**config.mk**
```make
export PLATFORM = sky130hd
export DESIGN_NAME = codec_bringup_seq
export DESIGN_NICKNAME = d
export VERILOG_FILES = /design/src/rtl/codec_bringup_seq.sv
export SDC_FILE = /design/constraint.sdc
export NUM_CORES = 1
export LEC_CHECK = 0
export CAP_MARGIN = 40
export CORE_ASPECT_RATIO = 0.7
export CORE_MARGIN = 2
export CORE_UTILIZATION = 25
export CTS_CLUSTER_DIAMETER = 30
export CTS_CLUSTER_SIZE = 8
export DETAILED_ROUTE_END_ITERATION = 12
export HOLD_SLACK_MARGIN = 0.02
export PLACE_DENSITY = 0.45
export SYNTH_ARGS = -nofsm -noshare
export SYNTH_HDL_FRONTEND = slang
export SYNTH_SLANG_ARGS = --single-unit
```
**constraint.sdc**
```tcl
create_clock -name clk -period 5 [get_ports clk]
set_clock_uncertainty 0.1 [all_clocks]
set_input_delay 1.5 -clock clk [delete_from_list [all_inputs] [get_ports clk]]
set_output_delay 1.5 -clock clk [all_outputs]
set_load 0.005 [all_outputs]
```
**src/rtl/codec_bringup_seq.sv**
```systemverilog
module codec_bringup_seq #(
  parameter int AW            = 8,
  parameter int DW            = 8,
  parameter int PWR_ADDR      = 8'h02,
  parameter int CFG_BASE      = 8'h03,
  parameter int NUM_CFG       = 6,
  parameter int INIT_FRAMES   = 2000,
  parameter int SETTLE_FRAMES = 90
) (
  input  logic          clk,
  input  logic          rst_n,
  input  logic          supply_ok,
  input  logic          clocks_ok,
  input  logic          lrck,
  output logic          codec_rst_n,
  output logic [AW-1:0] wr_addr,
  output logic [DW-1:0] wr_data,
  output logic          wr_valid,
  input  logic          wr_ready,
  output logic          mute,
  output logic          ready
);

  localparam int MAXF = (INIT_FRAMES > SETTLE_FRAMES) ? INIT_FRAMES : SETTLE_FRAMES;
  localparam int CW   = $clog2(MAXF + 1);
  localparam int IW   = (NUM_CFG > 1) ? $clog2(NUM_CFG) : 1;

  typedef enum logic [2:0] {
    S_HOLD, S_PDN_SET, S_LOAD, S_PDN_CLR, S_INIT, S_SETTLE, S_RUN
  } state_t;

  state_t          st;
  logic [IW-1:0]   idx;
  logic [CW-1:0]   cnt;
  logic [2:0]      lr_sync;
  logic            lr_rise;

  function automatic logic [DW-1:0] cfg_word(input logic [IW-1:0] k);
    return DW'(32'd37 * 32'(k) + 32'd5);
  endfunction

  always_ff @(posedge clk or negedge rst_n)
    if (!rst_n) lr_sync <= '0;
    else        lr_sync <= {lr_sync[1:0], lrck};

  assign lr_rise = lr_sync[1] & ~lr_sync[2];

  always_ff @(posedge clk or negedge rst_n) begin
    if (!rst_n) begin
      st  <= S_HOLD;
      idx <= '0;
      cnt <= '0;
    end else if (!supply_ok) begin
      st  <= S_HOLD;
      idx <= '0;
      cnt <= '0;
    end else begin
      case (st)
        S_HOLD:    if (clocks_ok) st <= S_PDN_SET;
        S_PDN_SET: if (wr_ready) begin
          st  <= S_LOAD;
          idx <= '0;
        end
        S_LOAD:    if (wr_ready) begin
          if (idx == IW'(NUM_CFG - 1)) st <= S_PDN_CLR;
          else                         idx <= idx + 1'b1;
        end
        S_PDN_CLR: if (wr_ready) begin
          st  <= S_INIT;
          cnt <= '0;
        end
        S_INIT:    if (lr_rise) begin
          if (cnt == CW'(INIT_FRAMES - 1)) begin
            st  <= S_SETTLE;
            cnt <= '0;
          end else cnt <= cnt + 1'b1;
        end
        S_SETTLE:  if (lr_rise) begin
          if (cnt == CW'(SETTLE_FRAMES - 1)) begin
            st  <= S_RUN;
            cnt <= '0;
          end else cnt <= cnt + 1'b1;
        end
        S_RUN:     st <= S_RUN;
        default:   st <= S_HOLD;
      endcase
    end
  end

  assign codec_rst_n = (st != S_HOLD);
  assign mute        = (st != S_RUN);
  assign ready       = (st == S_RUN);
  assign wr_valid    = supply_ok &&
                       (st == S_PDN_SET || st == S_LOAD || st == S_PDN_CLR);

  always_comb begin
    wr_addr = AW'(PWR_ADDR);
    wr_data = '0;
    case (st)
      S_PDN_SET: wr_data = DW'(1);
      S_LOAD: begin
        wr_addr = AW'(CFG_BASE) + AW'(idx);
        wr_data = cfg_word(idx);
      end
      default: ;
    endcase
  end

  a_r1_hold_until_good: assert property (@(posedge clk) disable iff (!rst_n)
    (!codec_rst_n && !(supply_ok && clocks_ok)) |=> !codec_rst_n);

  a_r2_first_write_pdn: assert property (@(posedge clk) disable iff (!rst_n)
    $rose(codec_rst_n) |-> (wr_valid && wr_addr == AW'(PWR_ADDR) && wr_data[0]));

  a_r4_clear_while_muted: assert property (@(posedge clk) disable iff (!rst_n)
    (wr_valid && wr_addr == AW'(PWR_ADDR) && !wr_data[0]) |-> mute);

  a_r5_hold_request: assert property (@(posedge clk) disable iff (!rst_n)
    (wr_valid && !wr_ready) |=>
      (!supply_ok || (wr_valid && $stable(wr_addr) && $stable(wr_data))));

  a_r6_unmute_with_ready: assert property (@(posedge clk) disable iff (!rst_n)
    $fell(mute) |-> (ready && codec_rst_n && !wr_valid));

  a_r7_supply_loss: assert property (@(posedge clk) disable iff (!rst_n)
    !supply_ok |=> (!codec_rst_n && mute && !ready && !wr_valid));

  a_r8_stay_running: assert property (@(posedge clk) disable iff (!rst_n)
    (ready && supply_ok) |=> (ready && !wr_valid));

endmodule

```
==> flow_summary.ini <==
[timing]
tns_ps = 0
slew_headroom_pct = 59.97
fin_crit_ps = 4468
worstMarginPinSlew_ps = 599.1
finalSetupViolations = 0
drv_slew = 0
hold_violations = 0
rsz0062_at_grt = no
fmax_mhz = 223.8
period_share_pct = 89.36
holdWs_ps = 261.9

[cells_and_area]
nNetsFinal = 221
syn2layout_area_growth_pct = 20.36
final_util_pct = 31.91
final_cell_count_no_fill = 279
num_antenna_cells = 0
drive_gt1_share_pct = 6.373

[synth]
synth_top_area_share_pct = 32.31
syn_avg_cell_area_um2 = 8.283
async_flop_share_pct = 100.0
yosysTopAreaCell = dfrtp_1
synth.distinct_cells = 51
ys_seq_elements = 20
synth_area_um2 = 1549
synth-main-ff-cell = dfrtp_1
synth_area_leaders = dfrtp_1 32%, ha_1 8.1%, nand2_1 5.1%, inv_1 3.6%, a21oi_1 3.6%
synth_edf_count = 0
netlist_instances = 187
ys_seq_area_share_pct = 32.31
ys_warn_count = 0

[floorplanning]
io_pins = 26
num_rows = 23
chipWidth_um = 98.08
core_area_um2 = 5842
die_area_um2 = 6851
fp.dieH_um = 69.86
start_util_pct = 26.52

[worst_hold_path]
hold_class = reg -> reg
hold_depth = 0

[pwr]
p_int_uw = 328.5
clock_power_share_pct = 25.1
switching_share_pct = 33.56
seqPwrFrac_pct = 41.0
power_density_nw_per_um2 = 265.2
peakVddDrop_uv = 126.9
p_leak_nw = 0.7405
combPwrFrac_pct = 33.9
p_sw_uw = 166.0

[critical_path]
worstPathCellList = clkdlybuf4s50_1 > inv_1 > nor2_1 > clkdlybuf4s50_1
max_stage_delay_ps = 570
reg2regPathDepth = 5
path_max_fanout = 7
path_common_cell = clkdlybuf4s50_1
cp.depth = 4
critical_path_class = in -> out
arrival_ps = 2870
start_kind = input port
cp.buffers_inverters = 3
worstSetupEndpointType = output port
required_ps = 3400
critPathTopFamily = buffers and inverters
slowest_stage = clkdlybuf4s50_1

[clocking]
cts_tree = done
worst_skew_pair.late_latency_ps = 260
root_buffer = clkbuf_8
clk_pin_slew_ps = 70
cts_resized = 0
h-tree-depth = 1
postCtsHoldBufs = 0
cts_max_path_buffers = 2
clock-sinks = 20
post_cts_buffers = 0
cts_made_buffers = 3

[placement]
numPortBuffers = 21
dp_hpwl_mm = 2.765
dp_cells = 275
place_congestion = 0.7487

[detailed_routing]
vias_per_cell = 4.864
drtIter0Drc = 117
wl_mm = 3.697
drc_errors = 0
routedWlPerCell_um = 13.25
antenna_left = 0
dr.pass1.iters = 4
num_vias = 1357

[status]
status = finished, final reports clean

[grt]
grt_max_degree = 18
grt_pass1_wl_mm = 6.147
overflow = 0
track_usage_pct = 10.87
grt_pass1_vias = 1224
antenna_found_initial = 0

[job]
maxCapViolCount = 0
-- worst register-to-register path, delay by kind of cell (launching register included) --
family                 cells  cell delay, ps
flip-flops                 1             640
buffers and inverters      1             210
AND/OR/NAND/NOR            2             700
AO/OA/AOI/OAI              2             480
-- flip-flops by register name (all words and copies together), names as in the netlist --
name / flops
idx: 3
lr_sync: 3
cnt: 11
st: 3
-- synthesized netlist by cell type, types with 2 or more instances --
library cell and n:
clkbuf_1 3, o211ai_1 3, o22ai_1 2, xnor2_1 3
nand3_1 10, or4_1 2, buf_4 5, nand2b_1 2
or3_1 5, ha_1 10, nor3_1 2, and3_1 3
nor3b_1 2, a21oi_1 11, xor2_1 2, o21ai_0 4
and4b_1 2, nand3b_1 3, o311ai_1 3, o31ai_1 3
inv_1 15, buf_2 5, nand4_1 8, dfrtp_1 20
nand2_1 21, nor2_1 13
-- layout make-up --
class,instances,area [µm²]
Inverter,15,56.30
Fill cell,643,3978
Clock buffer,4,55.05
Timing Repair Buffer,24,240.2
Multi-Input combinational cell,141,918.4
Tap cell,75,93.84
Sequential cell,20,500.5
-- per-stage QoR --
| step | setup WS [ps] | cell area [µm²] | power (mW) |
|---|---|---|---|
| floorplan | 1656 | 1560 | 0.3107 |
| global placement | 558.1 | 1794 | 0.3798 |
| detailed placement | 522.0 | 1809 | 0.3765 |
| CTS | 520.9 | 1864 | 0.5030 |
| global route | 426.7 | 1864 | 0.5311 |
| finish | 532.2 | 1864 | 0.4945 |
-- final timing paths --
check                            from    endpoint  slack (ps)
max                         supply_ok    wr_valid         530
min                        lr_sync[0]  lr_sync[1]         260
max reg2reg                     st[0]      cnt[3]        2750
min reg2reg                lr_sync[0]  lr_sync[1]         260
max in group asynchronous       rst_n       st[1]        2880
min in group asynchronous       rst_n     cnt[10]        1470
-- kinds of logic (layout without fill, tap and decap cells) --
logic type,after synthesis,in the layout,share of synthesized area [%]
buffers and inverters,29,43,9.127
XOR/XNOR,5,5,2.828
other,1,4,0.2421
adder cells (fa/ha/maj),10,10,8.078
AO/OA/AOI/OAI,38,38,17.29
multiplexers,1,1,0.7269
AND/OR/NAND/NOR,83,83,29.40
flip-flops,20,20,32.31
-- placed cells by master, fill, tap and decap left out, types with 2 or more instances in the layout --
cell,instances
nor3_1,2
dfrtp_1,20
clkbuf_8,4
or3_1,5
conb_1,4
nand2_1,21
and4b_1,2
nand2b_1,2
inv_1,15
nand4_1,8
nor2_1,13
a21oi_1,11
o31ai_1,3
or4_1,2
buf_4,2
xor2_1,2
and3_1,3
nor3b_1,2
ha_1,10
o211ai_1,3
clkdlybuf4s50_1,21
xnor2_1,3
o22ai_1,2
o21ai_0,4
nand3_1,10
o311ai_1,3
nand3b_1,3
-- metal layers --
metal	track usage, %	vias up	share of wire [%]
li1	-	705	-
met1	17.26	620	56
met2	14.31	25	39
met3	2.202	7	3.4
met4	3.395	0	1.5
met5	0	-	0
-- power groups by stage --
stage	logic (mW)	registers [mW]	clock network, mW
final	0.167	0.203	0.124
after global placement	0.172	0.207	0
after global routing	0.187	0.207	0.137
after floorplan	0.127	0.184	0
after detailed placement	0.170	0.207	0
after CTS	0.171	0.203	0.129
(Power assumes the default switching activity.)
